<file path="src/rtl/mdio_pkg.sv">
package mdio_pkg;

  localparam int FRAME_BITS = 64;
  localparam int DRIVE_RD   = 46;  // bits driven by the master on a read
  localparam int TA2_POS    = 47;  // second turnaround bit
  localparam int DATA_POS   = 48;  // first data bit

  localparam logic [7:0] OFF_VER   = 8'h00;
  localparam logic [7:0] OFF_CTL   = 8'h04;
  localparam logic [7:0] OFF_ALIVE = 8'h08;
  localparam logic [7:0] OFF_LINK  = 8'h0C;
  localparam logic [7:0] OFF_USER  = 8'h80;

  typedef struct packed {
    logic        wr;
    logic [4:0]  phy;
    logic [4:0]  regad;
    logic [15:0] data;
  } mdio_cmd_t;

  // Full 64-bit serial image, MSB sent first.
  function automatic logic [63:0] build_frame(mdio_cmd_t c);
    return {32'hFFFF_FFFF, 2'b01, (c.wr ? 2'b01 : 2'b10), c.phy, c.regad,
            (c.wr ? 2'b10 : 2'b11), c.data};
  endfunction

  function automatic logic [15:0] eff_div(logic [15:0] d);
    return (d == 16'd0) ? 16'd1 : d;
  endfunction

endpackage

</file>
<file path="src/rtl/mdio_clkgen.sv">
module mdio_clkgen
  import mdio_pkg::*;
(
  input  logic        clk,
  input  logic        rst_n,
  input  logic [15:0] div,
  output logic        rise_tick,
  output logic        fall_tick,
  output logic        mdc
);
  logic [15:0] cnt;
  logic [15:0] dv;

  assign dv        = eff_div(div);
  assign fall_tick = (cnt >= dv);
  assign rise_tick = (cnt == (dv >> 1));

  always_ff @(posedge clk) begin
    if (!rst_n) begin
      cnt <= '0;
      mdc <= 1'b0;
    end else begin
      cnt <= fall_tick ? 16'd0 : cnt + 16'd1;
      if (fall_tick)      mdc <= 1'b0;
      else if (rise_tick) mdc <= 1'b1;
    end
  end
endmodule

</file>
<file path="src/rtl/mdio_engine.sv">
module mdio_engine
  import mdio_pkg::*;
(
  input  logic        clk,
  input  logic        rst_n,
  input  logic        rise_tick,
  input  logic        fall_tick,
  input  logic        start,
  input  mdio_cmd_t   cmd,
  input  logic        mdio_i,
  output logic        busy,
  output logic        done,
  output logic        ack,
  output logic [15:0] rdata,
  output logic        mdio_o,
  output logic        mdio_oe
);
  logic [63:0] frame;
  logic [5:0]  idx;
  logic        is_rd;

  assign done    = fall_tick && busy && (idx == 6'(FRAME_BITS - 1));
  assign mdio_o  = busy ? frame[6'd63 - idx] : 1'b1;
  assign mdio_oe = busy && (!is_rd || (idx < 6'(DRIVE_RD)));

  always_ff @(posedge clk) begin
    if (!rst_n) begin
      busy  <= 1'b0;
      idx   <= '0;
      frame <= '1;
      is_rd <= 1'b0;
      ack   <= 1'b0;
      rdata <= '0;
    end else begin
      if (fall_tick) begin
        if (busy) begin
          if (done) busy <= 1'b0;
          else      idx  <= idx + 6'd1;
        end else if (start) begin
          busy  <= 1'b1;
          idx   <= '0;
          frame <= build_frame(cmd);
          is_rd <= !cmd.wr;
          ack   <= 1'b0;
        end
      end
      if (rise_tick && busy && is_rd) begin
        if (idx == 6'(TA2_POS)) ack <= !mdio_i;
        if (idx >= 6'(DATA_POS)) rdata <= {rdata[14:0], mdio_i};
      end
    end
  end
endmodule

</file>
<file path="src/rtl/mdio_poll_master.sv">
module mdio_poll_master
  import mdio_pkg::*;
#(
  parameter int          SCAN_N    = 32,
  parameter logic [15:0] DIV_RST   = 16'd255,
  parameter logic [7:0]  VER_MAJOR = 8'd1,
  parameter logic [7:0]  VER_MINOR = 8'd0
) (
  input  logic        clk,
  input  logic        rst_n,
  input  logic        bus_sel,
  input  logic        bus_we,
  input  logic [7:0]  bus_addr,
  input  logic [31:0] bus_wdata,
  output logic [31:0] bus_rdata,
  output logic        mdc,
  output logic        mdio_o,
  output logic        mdio_oe,
  input  logic        mdio_i
);
  localparam int SA_W = (SCAN_N > 1) ? $clog2(SCAN_N) : 1;
  localparam logic [SA_W-1:0] SA_LAST = SA_W'(SCAN_N - 1);

  logic            en;
  logic [15:0]     div;
  logic            go;
  mdio_cmd_t       u_cmd;
  logic            u_ack;
  logic [31:0]     alive;
  logic [31:0]     link;
  logic [SA_W-1:0] scan_addr;
  logic            cur_user;
  logic            idle_flag;

  logic            rise_tick, fall_tick;
  logic            eng_busy, eng_done, eng_ack, eng_start;
  logic [15:0]     eng_rdata;
  mdio_cmd_t       scan_cmd, eng_cmd;
  logic            wr_ctl, wr_user;
  logic            wdata_unused;

  assign wdata_unused = ^bus_wdata[29:26];

  assign wr_ctl  = bus_sel && bus_we && (bus_addr == OFF_CTL);
  assign wr_user = bus_sel && bus_we && (bus_addr == OFF_USER) && bus_wdata[31] && !go;

  assign scan_cmd  = '{wr: 1'b0, phy: 5'(scan_addr), regad: 5'd1, data: 16'h0};
  assign eng_cmd   = go ? u_cmd : scan_cmd;
  assign eng_start = fall_tick && !eng_busy && (go || en);
  assign idle_flag = !en && !(eng_busy && !cur_user);

  mdio_clkgen u_clk (
    .clk(clk), .rst_n(rst_n), .div(div),
    .rise_tick(rise_tick), .fall_tick(fall_tick), .mdc(mdc)
  );

  mdio_engine u_eng (
    .clk(clk), .rst_n(rst_n), .rise_tick(rise_tick), .fall_tick(fall_tick),
    .start(eng_start), .cmd(eng_cmd), .mdio_i(mdio_i),
    .busy(eng_busy), .done(eng_done), .ack(eng_ack), .rdata(eng_rdata),
    .mdio_o(mdio_o), .mdio_oe(mdio_oe)
  );

  always_ff @(posedge clk) begin
    if (!rst_n) begin
      en        <= 1'b0;
      div       <= DIV_RST;
      go        <= 1'b0;
      u_cmd     <= '0;
      u_ack     <= 1'b0;
      alive     <= '0;
      link      <= '0;
      scan_addr <= '0;
      cur_user  <= 1'b0;
    end else begin
      if (wr_ctl) begin
        en  <= bus_wdata[30];
        div <= bus_wdata[15:0];
      end
      if (wr_user) begin
        go    <= 1'b1;
        u_ack <= 1'b0;
        u_cmd <= '{wr: bus_wdata[30], regad: bus_wdata[25:21],
                   phy: bus_wdata[20:16], data: bus_wdata[15:0]};
      end
      if (eng_start) cur_user <= go;
      if (eng_done) begin
        if (cur_user) begin
          go <= 1'b0;
          if (!u_cmd.wr) begin
            u_ack      <= eng_ack;
            u_cmd.data <= eng_rdata;
          end
        end else begin
          alive[5'(scan_addr)] <= eng_ack;
          link[5'(scan_addr)]  <= eng_ack && eng_rdata[2];
          scan_addr <= (scan_addr == SA_LAST) ? '0 : scan_addr + 1'b1;
        end
      end
    end
  end

  always_comb begin
    case (bus_addr)
      OFF_VER:   bus_rdata = {16'h0, VER_MAJOR, VER_MINOR};
      OFF_CTL:   bus_rdata = {idle_flag, en, 14'h0, div};
      OFF_ALIVE: bus_rdata = alive;
      OFF_LINK:  bus_rdata = link;
      OFF_USER:  bus_rdata = {go, u_cmd.wr, u_ack, 3'b000, u_cmd.regad,
                              u_cmd.phy, u_cmd.data};
      default:   bus_rdata = 32'h0;
    endcase
  end
endmodule

</file>
<file path="config.mk">
export PLATFORM = sky130hd
export DESIGN_NAME = mdio_poll_master
export DESIGN_NICKNAME = d
export VERILOG_FILES = /design/src/rtl/mdio_pkg.sv /design/src/rtl/mdio_clkgen.sv /design/src/rtl/mdio_engine.sv /design/src/rtl/mdio_poll_master.sv
export SDC_FILE = /design/constraint.sdc
export NUM_CORES = 1
export LEC_CHECK = 0
export ABC_AREA = 1
export BUFFER_PORTS_ARGS = -buffer_cell sky130_fd_sc_hd__buf_4
export CAP_MARGIN = 20
export CORE_MARGIN = 4
export CORE_UTILIZATION = 50
export CTS_CLUSTER_SIZE = 25
export DETAILED_ROUTE_END_ITERATION = 16
export HOLD_SLACK_MARGIN = 0.03
export PLACE_DENSITY = 0.71
export SLEW_MARGIN = 20
export SYNTH_ARGS = -nofsm -noshare
export SYNTH_HDL_FRONTEND = slang
export SYNTH_SLANG_ARGS = --single-unit
</file>
<file path="constraint.sdc">
create_clock -name clk -period 2.2 [get_ports clk]
set_input_delay 0.22 -clock clk [delete_from_list [all_inputs] [get_ports clk]]
set_output_delay 0.22 -clock clk [all_outputs]
set_load 0.01 [all_outputs]
</file>
### Word-level counts from Yosys, hierarchy flattened

Index checks and enable logic that the tools add are counted.

* bits in registers: 189
* input port bits: 45
* word-level logic and storage cells: 111

* $add $sub $neg: 4
* order comparisons: 6
* equal/unequal tests: 9
* muxes and demuxes: 35
* bitwise operators: 3
* reductions and logical operators: 34

Operators by type and width (number)
* case mux 32 bit (5 select lines): 1
* 2-to-1 mux 16 bit: 5
* bitwise mux 32 bit: 2
* 2-to-1 mux 27 bit: 1
* 2-to-1 mux 1 bit: 19
* 2-to-1 mux 6 bit: 3
* adder 16 x 1 -> 16 bit (second input constant): 1
* == test 16 x 15 -> 1 bit: 1
* == test 8 x 4 -> 1 bit (second input constant): 2
* greater-or-equal comparator 16 bit: 1
* logical AND 1 bit: 16
* zero test 16 bit: 1
* == test 6 bit (second input constant): 2
* == test 8 x 3 -> 1 bit (second input constant): 1
* == test 8 bit (second input constant): 1
* zero test 1 bit: 8
* zero test 8 bit: 1
* less-than comparator 6 x 7 -> 1 bit (second input constant): 1
* adder 6 x 1 -> 6 bit (second input constant): 1
* binary-select mux 1 bit (select 6 bit): 1
* greater-or-equal comparator 6 bit (second input constant): 1
* less-than comparator 5 x 6 -> 1 bit (second input constant): 1
* less-than comparator 6 bit (second input constant): 1
* AND reduction 3 bit: 2
* other kinds (13): 17

### Logic depth before layout (Yosys ltp)

Gate-level depths: netlist of run 1.

* depth after elaboration: 10
* depth in mapped cells: 19
* gate-level depth less buffers: 18

### Hierarchy

Synthesis of run 1 repeated with hierarchy kept, for this count alone.

* cells, all modules: 1412
* area total of the unflattened synthesis: 9673.0 um^2

Modules (own cells, without submodules)
* mdio_poll_master: times used 1, cells each 842, area each 5657.9 um^2, seq. area each 2322.2 um^2
* mdio_engine: times used 1, cells each 342, area each 2406.1 um^2, seq. area each 1081.0 um^2
* mdio_clkgen: times used 1, cells each 228, area each 1609.0 um^2, seq. area each 340.3 um^2

### Least setup slack after synthesis of run 1

Ideal clock, no wire load.

* path kind: register to register
* start point: reg div[0]
* end point: reg u_cmd[14] (netlist name)
* library setup time: 132 ps
* arrival: 1977 ps
* data required time: 2068 ps
* path slack: 91 ps
* cell stages (with the launch flop): 16
* clock period less this slack: 2109 ps
* cell sequence: dfxtp_1 > nor4_1 > a41o_1 > ha_1 > nand4_1 > nor2_1 > nor2_1 > nand2_1 > nand2_1 > nand2_2 > nand3_2 > buf_4 > clkinv_2 > buf_4 > nand2_1 > a21oi_1

* word-level cells in the longest chain between the ends: 6

Ends and longest elaborated chain
* start, declared: line mdio_poll_master.sv:25 `logic [15:0] div;`
* start signal, assigned: line mdio_poll_master.sv:78 `div <= bus_wdata[15:0];`
* zero test 16 bit: line mdio_pkg.sv:28 `return (d == 16'd0) ? 16'd1 : d;`
* 2-to-1 mux 16 bit (*): line mdio_pkg.sv:28
* greater-or-equal comparator 16 bit (*): line mdio_clkgen.sv:15 `assign fall_tick = (cnt >= dv);`
* logical AND 1 bit (*) (2 in a row): line mdio_engine.sv:22 `assign done = fall_tick && busy && (idx == 6'(FRAME_BITS - 1));`
* 2-to-1 mux 16 bit (*): line mdio_poll_master.sv:87 `if (eng_done) begin`
* end signal, assigned: line mdio_poll_master.sv:83 `u_cmd <= '{wr: bus_wdata[30], regad: bus_wdata[25:21],`
* end, declared: line mdio_poll_master.sv:27 `mdio_cmd_t u_cmd;`

Mark *: on every way between the ends. The rest lies on a longest branch, timed or not.
A chain may end at the register's enable or synchronous reset.

### Worst setup path in the final report of run 1

* start point: reg div[9]
* end point: reg link[25]

* word-level cells in the longest chain between the ends: 6

Ends and longest elaborated chain
* zero test 16 bit: line mdio_pkg.sv:28
* 2-to-1 mux 16 bit (*): line mdio_pkg.sv:28
* greater-or-equal comparator 16 bit (*): line mdio_clkgen.sv:15
* logical AND 1 bit (*) (2 in a row): line mdio_engine.sv:22
* AND reduction 2 bit (no line) (*)
* end signal, assigned by index: line mdio_poll_master.sv:96 `link[5'(scan_addr)] <= eng_ack && eng_rdata[2];`
* end, declared: line mdio_poll_master.sv:30 `logic [31:0] link;`

Marked as above.

==> out/summary.md, run 1 <==
• **GR Util All Layers** 27.67%
• **layout-stage area growth over the synthesis result** 26.06%
• **element type at the critical path start** flip-flop
• **total overflow reported by the global router** 0
• **port buffer count** 75
• **share of synthesized area occupied by flip-flops and latches** 38.39%
• **RSZ-0062 raised after global routing** true
• **Slew Limit Fails** 0
• **mapped cell area** 0.009752 mm²
• **cell area after layout** 0.01229 mm²
• **total CTS buffers** 17
• **violation count after the first detailed-routing iteration** 971
• **count of endpoints failing hold in the final timing report** 0
• **I/O pin count** 80
• **Crit. End Element** flip-flop
• **Clock Skew** 0.01793 ns
• **starting density of the core** 51.45%
• **warnings from Yosys** 0
• **Clock H-tree levels** 4
• **standard-cell row count** 50
• **pwr dens** 551.9 mW/mm²
• **fraction of layout cells with a size suffix above 1** 19.26%
• **final layout net count** 1613
• **leading cell types in the layout, fill and taps excluded** nand2_1 (366), dfxtp_1 (177), buf_4 (148)
• **Hold Path Class** primary input to flip-flop
• **top achievable clock speed** 426.0 MHz
• **Via Count** 10140
• **highest ir drop seen on vdd** 0.4990 mV
• **most common cell after layout, fill and taps aside** nand2_1
• **placement-stage cell area** 0.01097 mm²
• **violated checks** negative setup slack
• **number of global-route vias before repair** 9304
• **final core occ** 64.85%
• **clock tree sinks** 187
• **clock tree buffer depth** 2
• **Slew headroom** 68.12%
• **ys async rst share** 0%
• **detailed-routing iteration count for the pre-antenna-repair pass** 6
• **number of flops mapped to enable cells by yosys** 0
• **via/cell ratio** 5.578
• **weighted congestion reported at the end of routability-driven placement** 0.9126
• **TritonCTS clock tree** yes
• **maximum fanout along the worst path** 6
• **total die area** 0.02180 mm²
• **Hold Slack** 0.05207 ns
• **total DRC errors in the routed layout** 0
• **number of instances in the synthesized netlist** 1426
• **synthesized netlist net count** 1494
• **leakage power summed over all cells** 4.889 nW
• **arrival time reported for the critical path endpoint** 2.73 ns
• **DP HPWL** 20.49 mm
• **total length of routed wires** 30.79 mm
• **post-placement worst setup slack** -0.2951 ns
• **main flop type after synthesis** dfxtp_1
• **number of routed nets with antenna violations** 0
• **Required @ worst endpoint** 2.58 ns
• **pin count of the biggest net entering global routing** 65
• **Seq cells post-synth** 187
• **status** finished, violations left
• **routed length per instance** 16.94 µm
• **unique cell type count in the Yosys netlist** 45
• **y dimension of the die** 147.7 µm
• **first-pass GRT wire length** 48.82 mm
• **Crit Path Class** flip-flop to flip-flop
• **number of violations of the max-capacitance limit** 0
• **die width** 147.7 µm
• **initial antenna violation count** 1
• **syn avg cell area** 6.839 µm²
• **final setup vio count** 106
• **antenna cells** 0
• **final worst slack** -0.1474 ns
• **clock insertion delay at the later pin of the skew report** 0.45 ns
• **clock root buffer master** clkbuf_16
• **post-layout min period** 2.347 ns
• **Reg clk slew, reported paths** 0.08 ns
• **core area** 0.01896 mm²
• **portion of the clock cycle consumed by the worst path in the final layout** 106.7%
• **Slew @ Worst Pin** 0.4782 ns
[Yosys cell counts, types with 2 or more instances]
library cell	number	area, µm²
a211oi_1	11	82.58
a21oi_1	136	680.7
a22o_1	3	26.28
a22oi_1	4	30.03
buf_2	19	95.09
buf_4	6	45.04
buf_6	6	67.56
clkbuf_1	55	206.5
clkinv_1	3	11.26
dfxtp_1	187	3744
ha_1	23	287.8
inv_1	113	424.2
inv_2	5	18.77
nand2_1	368	1381
nand2_2	4	25.02
nand3_1	88	440.4
nand3_2	2	20.02
nand4_1	30	187.7
nand4_2	2	25.02
nor2_1	118	442.9
nor2_2	16	100.1
nor2_4	3	33.78
nor3_1	12	60.06
nor3b_1	4	30.03
nor4_1	4	25.02
o2111ai_1	12	105.1
o211ai_1	28	210.2
o21ai_0	101	505.5
o21ai_1	24	120.1
o221ai_1	2	17.52
o22ai_1	7	43.79
or2_2	3	18.77
xnor2_1	4	35.03
xor2_1	12	105.1
[repair_timing]
item,in CTS,in global routing
cloned,3,7
hold buffers,9,0
setup endpoints to repair,128,131
buffers inserted,6,1
gates resized for setup,77,51
endpoints found under the hold margin,9,0
pin swaps,19,4
[final cells by class]
| cell class | count | area [µm²] |
|---|---|---|
| clock inverter | 14 | 172.7 |
| timing repair buffer | 185 | 1728 |
| multi-input combinational | 1031 | 5403 |
| sequential | 187 | 3756 |
| inverter | 123 | 479.2 |
| tap | 260 | 325.3 |
| clock buffer | 18 | 429.2 |
| fill | 1687 | 6663 |
[through the flow]
| stage | instances | total power [W] | setup TNS [ns] |
|---|---|---|---|
| 6_report | 1818 | 0.006785 | -9.400 |
| 5_1_grt | 1818 | 0.006974 | -28.96 |
| 4_1_cts | 1810 | 0.006787 | -4.420 |
| 3_5_place_dp | 1760 | 0.003672 | -23.07 |
| 3_3_place_gp | 1760 | 0.003672 | -16.71 |
| 2_1_floorplan | 1426 | 0.003554 | 0 |
[worst paths after layout]
path | endpoint | depth (start not counted) | slack, ns | start
min | u_cmd[16] | 3 | 0.05 | bus_wdata[21]
min reg2reg | u_eng.frame[2] | 2 | 0.45 | u_eng.frame[2]
max reg2reg | link[25] | 16 | -0.15 | div[9]
max | link[25] | 16 | -0.15 | div[9]
[kinds of logic after synthesis]
family | after synthesis | share of synthesized area, %
XOR/XNOR | 16 | 1.437
adder cells (fa/ha/maj) | 23 | 2.951
flip-flops | 187 | 38.39
buffers and inverters | 209 | 9.020
AO/OA/AOI/OAI | 334 | 19.19
AND/OR/NAND/NOR | 657 | 29.01
[layer usage]
layer | wire length [µm] | vias to the layer above | track usage, %
li1 | - | 4986 | -
met1 | 13390 | 4667 | 38.94
met2 | 14070 | 418 | 42.65
met3 | 2493 | 67 | 5.212
met4 | 835 | 2 | 9.553
met5 | 13 | - | 0
[worst max-delay path, stage by stage, from the launching register on]
cell	delay (ns)
dfxtp_2	0.34
nor4_4	0.31
a41o_1	0.21
ha_1	0.12
nand4_1	0.08
nor2_1	0.09
nor2_1	0.05
nand2_1	0.06
nand2_2	0.07
nand2_4	0.11
nand3_4	0.10
nor2_4	0.14
buf_12	0.15
buf_12	0.12
clkbuf_16	0.14
nand3_1	0.06
a21oi_1	0.13
[state kept, by name, summed over array words and instances, names as in the netlist, 5 cells and up]
signal	flops
scan_addr	5
u_eng.rdata	16
u_clk.cnt	16
u_eng.frame	29
u_eng.idx	6
u_cmd	27
div	16
alive	32
link	32
[power by group]
part           internal [W]  switching [W]  leakage (nW)  total (W)
Clock               0.00163        0.00154         0.290    0.00317
Sequential          0.00339     0.00000424          1.51    0.00339
Combinational     0.0000960       0.000129          3.09   0.000225
Total               0.00511        0.00167          4.89    0.00679
Note: power is estimated with default switching activity, not from simulation.
==> run 2: changes to the inputs <==
CORE_MARGIN = not set   (was 4)
==> run 2 against run 1 <==
The flow still finishes with violations (negative setup slack). Hold slack better by 0.012 ns. Largest power group unchanged. Final area is 1.8% lower. Die area is 8.0% lower. Highest routed layer is now met4. Power is 0.91% lower. Final cell count is 0.11% higher. Clock power fell by 2%.
==> out/summary.md, run 2 (synthesis gave the netlist of run 1 again) <==
• **status** finished, violations left, unchanged
• **violated checks** negative setup slack, unchanged
• **clock network power share** 46.1%, was 46.7%
• **GR Util All Layers** 29.74%, was 27.67%
• **number of violations of the max-capacitance limit** 0, unchanged
• **number of cells after detailed placement** 1767, was 1760
• **highest ir drop seen on vdd** 0.4865 mV, was 0.4990 mV
• **number of routed nets with antenna violations** 0, unchanged
• **clock tree sinks** 187, unchanged
• **RSZ-0062 raised after global routing** true, unchanged
• **via/cell ratio** 5.546, was 5.578
• **standard-cell row count** 50, unchanged
• **cells along the critical path** nor4_2 > a41o_1 > ha_1 > nand4_1 > nor2_1 > nor2_1 > nand2_1 > nand2_2 > nand2_4 > nand3_4 > nor2_4 > buf_12 > buf_12 > nand3_1 > a21oi_1, was nor4_4 > a41o_1 > ha_1 > nand4_1 > nor2_1 > nor2_1 > nand2_1 > nand2_2 > nand2_4 > nand3_4 > nor2_4 > buf_12 > buf_12 > clkbuf_16 > nand3_1 > a21oi_1
• **Clock H-tree levels** 4, unchanged
• **clock root buffer master** clkbuf_16, unchanged
• **clock insertion delay at the later pin of the skew report** 0.44 ns, was 0.45 ns
• **fraction of layout cells with a size suffix above 1** 18.01%, was 19.26%
• **final worst slack** -0.1315 ns, was -0.1474 ns
• **total die area** 0.02007 mm², was 0.02180 mm²
• **final setup vio count** 110, was 106
• **switching fraction of total power** 24.92%, was 24.67%
• **DP HPWL** 20.73 mm, was 20.49 mm
• **Required @ worst endpoint** 2.57 ns, was 2.58 ns
• **Crit. End Element** flip-flop, unchanged
• **sum of buffers and inverters on the critical path** 2, was 3
• **cell area after layout** 0.01207 mm², was 0.01229 mm²
• **post-layout total power** 0.006723 W, was 0.006785 W
• **starting density of the core** 51.62%, was 51.45%
• **pwr dens** 557.2 mW/mm², was 551.9 mW/mm²
• **pin count of the biggest net entering global routing** 55, was 65
• **count of non-filler cells in the finished layout** 1820, was 1818
• **clock tree buffer depth** 2, unchanged
• **final layout net count** 1615, was 1613
• **total CTS buffers** 17, unchanged
• **I/O pin count** 80, unchanged
• **setup TNS** -7.557 ns, was -9.400 ns
• **Pint** 0.005047 W, was 0.005111 W
• **y dimension of the die** 141.7 µm, was 147.7 µm
• **net switching power** 0.001676 W, was 0.001674 W
• **die width** 141.7 µm, was 147.7 µm
• **Crit Path Class** flip-flop to flip-flop, unchanged
• **TritonCTS clock tree** yes, unchanged
• **Hold Path Class** primary input to flip-flop, unchanged
• **count of endpoints failing hold in the final timing report** 0, unchanged
• **total length of routed wires** 29.97 mm, was 30.79 mm
• **first-pass GRT wire length** 46.91 mm, was 48.82 mm
• **top achievable clock speed** 428.9 MHz, was 426.0 MHz
• **leading cell types in the layout, fill and taps excluded** nand2_1 (367), dfxtp_1 (182), buf_4 (156), was nand2_1 (366), dfxtp_1 (177), buf_4 (148)
• **Flop pwr share** 50.4%, was 50.0%
• **total DRC errors in the routed layout** 0, unchanged
• **longest individual stage delay on the worst path** 0.33 ns, was 0.34 ns
• **Critical-path top delay cell** dfxtp_1, was dfxtp_2
• **combinational cell fraction of total power** 3.5%, was 3.3%
• **Via Count** 10090, was 10140
• **layout-stage area growth over the synthesis result** 23.74%, was 26.06%
• **element type at the critical path start** flip-flop, unchanged
• **core area** 0.01889 mm², was 0.01896 mm²
• **maximum fanout along the worst path** 12, was 6
• **total overflow reported by the global router** 0, unchanged
• **antenna cells** 0, unchanged
• **Top Registers** alive (32), link (32), u_eng.frame (29), unchanged
• **leakage power summed over all cells** 4.834 nW, was 4.889 nW
• **weighted congestion reported at the end of routability-driven placement** 0.9428, was 0.9126
• **arrival time reported for the critical path endpoint** 2.70 ns, was 2.73 ns
• **Reg clk slew, reported paths** 0.08 ns, about the same
• **initial antenna violation count** 0, was 1
• **port buffer count** 75, unchanged
• **Slew @ Worst Pin** 0.5675 ns, was 0.4782 ns
• **portion of the clock cycle consumed by the worst path in the final layout** 106.0%, was 106.7%
• **Slew headroom** 62.11%, was 68.12%
• **detailed-routing iteration count for the pre-antenna-repair pass** 5, was 6
• **Clock Skew** 0.01088 ns, was 0.01793 ns
• **number of global-route vias before repair** 9116, was 9304
• **Slew Limit Fails** 0, unchanged
• **placement-stage cell area** 0.01105 mm², was 0.01097 mm²
• **category of cells accounting for the largest share of critical-path delay** simple AND/OR/NAND/NOR gates, unchanged
• **post-layout min period** 2.332 ns, was 2.347 ns
• **post-placement worst setup slack** -0.2153 ns, was -0.2951 ns
• **violation count after the first detailed-routing iteration** 899, was 971
• **most common cell after layout, fill and taps aside** nand2_1, unchanged
• **routed length per instance** 16.46 µm, was 16.94 µm
-- run 2: path summary, 6_finish.rpt --
check	startpoint	endpoint	slack, ns	cells past startpoint
min	bus_wdata[25]	u_cmd[20]	0.06	3
min reg2reg	u_eng.frame[31]	u_eng.frame[31]	0.45	2
max	div[11]	link[9]	-0.13	15
max reg2reg	div[11]	link[9]	-0.13	15
-- run 2: cell type report --
cell class	instances	area [µm²]
well taps	260	325.3
clock inverters	13	146.4
repair buffers	187	1644
flip-flops and latches	187	3750
inverters	123	488.0
fillers	1740	6827
repair inverters	1	8.758
multi-input cells	1030	5261
clock buffers	19	442.9
-- run 2: metal layers --
metal  GRT usage (%)  part of all wire (%)  wire [µm]  vias up
li1                -                     -          -     4997
met1           41.65                    45      13530     4700
met2           47.76                    46      13910      357
met3           4.354                   6.8       2025       40
met4           7.810                   1.7        498        0
met5               0                     0          0        -
-- run 2: through the flow --
step                hold slack (ns)  util, %
global placement             0.4243    58.50
global route                0.06543    63.87
floorplan                    0.3463        -
CTS                         0.05371    62.52
detailed placement           0.4303    58.50
finish                      0.06361    63.87
-- run 2: power by group through the flow --
stage	clock (W)	combinational, W	sequential, W
2_1_floorplan	0	0.0000831	0.00347
3_3_place_gp	0	0.000212	0.00347
3_5_place_dp	0	0.000214	0.00347
4_1_cts	0.00313	0.000228	0.00339
5_1_grt	0.00327	0.000250	0.00339
6_report	0.00310	0.000234	0.00339
-- run 2: worst register-to-register path: cells and delay by family, from the launching register on --
kind / cells / cell delay, ns
and+or+nand+nor: 10 / 1.13
AOI/OAI and AO/OA: 2 / 0.39
DFF: 1 / 0.33
buffers and inverters: 2 / 0.30
adders and majority gates: 1 / 0.12
-- run 2: what timing repair did --
item                                    4_1_cts  5_1_grt
setup buffers                                 2        6
resized for setup                            18       34
endpoints found under the hold margin         9        0
pin swaps                                     0       27
cloned                                        0        6
hold buffers                                  9        0
endpoints found under the setup margin      125      133
==> run 3: changes to the inputs <==
RECOVER_POWER = 100   (was not set)
==> run 3 against run 2 <==
The run still ends with negative setup slack left. Final area is 0.58% lower. Flip-flop and latch count stayed put. Global-route usage did not move. Non-clock buffer count is the same. Setup slack better by 0.018 ns. Hold slack worse by 0.0013 ns. Critical path type unchanged. Critical endpoint unchanged. Largest cell class unchanged.
==> out/summary.md, run 3 (synthesis gave the netlist of run 1 again) <==
• **Pint** 0.005043 W, was 0.005047 W
• **post-layout total power** 0.006726 W, was 0.006723 W
• **pwr dens** 560.6 mW/mm², was 557.2 mW/mm²
• **Hold Path Class** primary input to flip-flop, unchanged
• **arrival time reported for the critical path endpoint** 2.69 ns, was 2.70 ns
• **Hold Slack** 0.06233 ns, was 0.06361 ns
• **sequential cell area** 0.003750 mm², unchanged
• **Flop pwr share** 50.4%, about the same
• **Required @ worst endpoint** 2.57 ns, about the same
• **post-placement worst setup slack** -0.2153 ns, unchanged
• **maximum fanout along the worst path** 12, unchanged
• **routed length per instance** 16.46 µm, about the same
• **layout-stage area growth over the synthesis result** 23.02%, was 23.74%
• **number of global-route vias before repair** 9116, unchanged
• **Slew headroom** 45.60%, was 62.11%
• **starting density of the core** 51.62%, unchanged
• **count of endpoints failing hold in the final timing report** 0, unchanged
• **net switching power** 0.001682 W, was 0.001676 W
• **post-layout min period** 2.314 ns, was 2.332 ns
• **Via Count** 10100, was 10090
• **final worst slack** -0.1140 ns, was -0.1315 ns
• **switching fraction of total power** 25.01%, was 24.92%
• **standard-cell row count** 50, unchanged
• **number of routed nets with antenna violations** 0, unchanged
• **Clock Skew** 0.01172 ns, was 0.01088 ns
• **combinational cell fraction of total power** 3.4%, was 3.5%
• **violation count after the first detailed-routing iteration** 930, was 899
• **total overflow reported by the global router** 0, unchanged
• **clock insertion delay at the later pin of the skew report** 0.44 ns, about the same
• **TritonCTS clock tree** yes, unchanged
• **total length of routed wires** 29.96 mm, was 29.97 mm
• **GR Util All Layers** 29.74%, unchanged
• **launch point of the worst reg-to-reg path** div[11], unchanged
• **clock tree sinks** 187, unchanged
• **pin count of the biggest net entering global routing** 55, unchanged
• **Top Registers** alive (32), link (32), u_eng.frame (29), unchanged
• **violated checks** negative setup slack, unchanged
• **worst reg-to-reg path cell count** 14, was 15
• **number of violations of the max-capacitance limit** 0, unchanged
• **Slew @ Worst Pin** 0.8138 ns, was 0.5675 ns
• **antenna cells** 0, unchanged
• **Slew Limit Fails** 0, unchanged
• **clock network power share** 46.2%, was 46.1%
• **Crit Path Class** flip-flop to flip-flop, unchanged
• **longest individual stage delay on the worst path** 0.36 ns, was 0.33 ns
• **Cells on Worst Hold Path** 3, unchanged
• **first-pass GRT wire length** 46.91 mm, unchanged
• **Clock H-tree levels** 4, unchanged
• **final layout net count** 1615, unchanged
• **core area** 0.01889 mm², unchanged
• **clock root buffer master** clkbuf_16, unchanged
• **final setup vio count** 108, was 110
• **total DRC errors in the routed layout** 0, unchanged
• **highest ir drop seen on vdd** 0.4925 mV, was 0.4865 mV
• **Reg clk slew, reported paths** 0.08 ns, about the same
• **total die area** 0.02007 mm², unchanged
• **most common cell after layout, fill and taps aside** nand2_1, unchanged
• **fraction of layout cells with a size suffix above 1** 17.44%, was 18.01%
• **I/O pin count** 80, unchanged
• **leading cell types in the layout, fill and taps excluded** nand2_1 (368), dfxtp_1 (182), buf_4 (150), was nand2_1 (367), dfxtp_1 (182), buf_4 (156)
• **Reg2Reg Setup Slack** -0.11 ns, was -0.13 ns
• **area of combinational cells with multiple inputs** 0.005240 mm², was 0.005261 mm²
• **weighted congestion reported at the end of routability-driven placement** 0.9428, unchanged
• **Critical-path top delay cell** dfxtp_1, unchanged
• **status** finished, violations left, unchanged
• **port buffer count** 75, unchanged
• **portion of the clock cycle consumed by the worst path in the final layout** 105.2%, was 106.0%
• **total CTS buffers** 17, unchanged
• **detailed-routing iteration count for the pre-antenna-repair pass** 6, was 5
• **FILL cells** 1756, was 1740
• **r2r endpoint** link[9], unchanged
• **DP HPWL** 20.73 mm, unchanged
• **initial antenna violation count** 0, unchanged
• **Crit. End Element** flip-flop, unchanged
• **cells along the critical path** buf_4 > inv_1 > ha_1 > nand2_1 > o21ai_1 > a21oi_1 > buf_4 > nand2_4 > nand3_4 > nor2_4 > buf_12 > buf_12 > nand3_1 > a21oi_1, was nor4_2 > a41o_1 > ha_1 > nand4_1 > nor2_1 > nor2_1 > nand2_1 > nand2_2 > nand2_4 > nand3_4 > nor2_4 > buf_12 > buf_12 > nand3_1 > a21oi_1
• **beginning of the critical path** div[11], unchanged
• **y dimension of the die** 141.7 µm, unchanged
• **clock tree buffer depth** 2, unchanged
• **launch point of the worst hold path** bus_wdata[25], unchanged
• **via/cell ratio** 5.552, was 5.546
• **die width** 141.7 µm, unchanged
• **top achievable clock speed** 432.2 MHz, was 428.9 MHz
• **end point of the worst hold path** u_cmd[20], unchanged
• **element type at the critical path start** flip-flop, unchanged
• **leakage power summed over all cells** 4.803 nW, was 4.834 nW
• **RSZ-0062 raised after global routing** true, unchanged
run 3: changes by cell type in the layout (fill, tap and decap cells not counted), moves of 2 or more:
cell,change
clkbuf_1,+4
nor2_2,-2
buf_4,-6
clkbuf_4,+3
buf_12,-2
nor2_1,+2
clkbuf_2,+2
run 3: worst max path at each step:
stage | endpoint | slack [ns]
after floorplan | u_cmd[14] | 0.09
after global placement | u_eng.idx[1] | -0.18
after detailed placement | u_eng.idx[2] | -0.22
after CTS | mdio_o | -0.13
after global routing | link[9] | -0.23
final | link[9] | -0.11
run 3: cell type report:
class,instances,share of cell area (%)
tap,260,2.712
timing repair buffer,187,13.30
timing repair inverter,1,0.07301
inverter,123,4.068
clock buffer,19,3.692
clock inverter,13,1.220
multi-input combinational,1030,43.68
sequential,187,31.26
run 3: critical path: cells and delay by family (launching register included):
kind / cells / cell delay (ns)
buffers and inverters: 5 / 0.63
and+or+nand+nor: 5 / 0.50
AOI/OAI and AO/OA: 3 / 0.45
DFF: 1 / 0.36
adders and majority gates: 1 / 0.31
run 3: through the flow:
| stage | cell area [µm²] | utilization (%) | setup TNS, ns | std cells |
|---|---|---|---|---|
| after detailed placement | 11050 | 58.50 | -15.09 | 1767 |
| after CTS | 11810 | 62.52 | -6.404 | 1809 |
| after floorplan | 9752 | - | 0 | 1426 |
| after global routing | 12000 | 63.50 | -24.83 | 1820 |
| after global placement | 11050 | 58.50 | -12.99 | 1767 |
| final | 12000 | 63.50 | -6.256 | 1820 |
run 3: timing repair:
action	CTS	global route
pin swaps	0	27
buffers inserted	2	6
hold buffers	9	0
endpoints found under the hold margin	9	0
cloned	0	6
resized for setup	18	34
setup endpoints to repair	125	133
run 3: power by group through the flow:
stage                     registers, W  clock network, W  logic [W]
final                          0.00339           0.00311   0.000228
after floorplan                0.00347                 0  0.0000831
after global placement         0.00347                 0   0.000212
after global routing           0.00339           0.00327   0.000244
after CTS                      0.00339           0.00313   0.000228
after detailed placement       0.00347                 0   0.000214
run 3: layer usage:
layer	vias up	routed length (µm)	GRT usage, %
met5	-	0	0
met4	0	470	7.810
met1	4682	13290	41.65
met2	386	13980	47.76
met3	43	2223	4.354
li1	4993	-	-
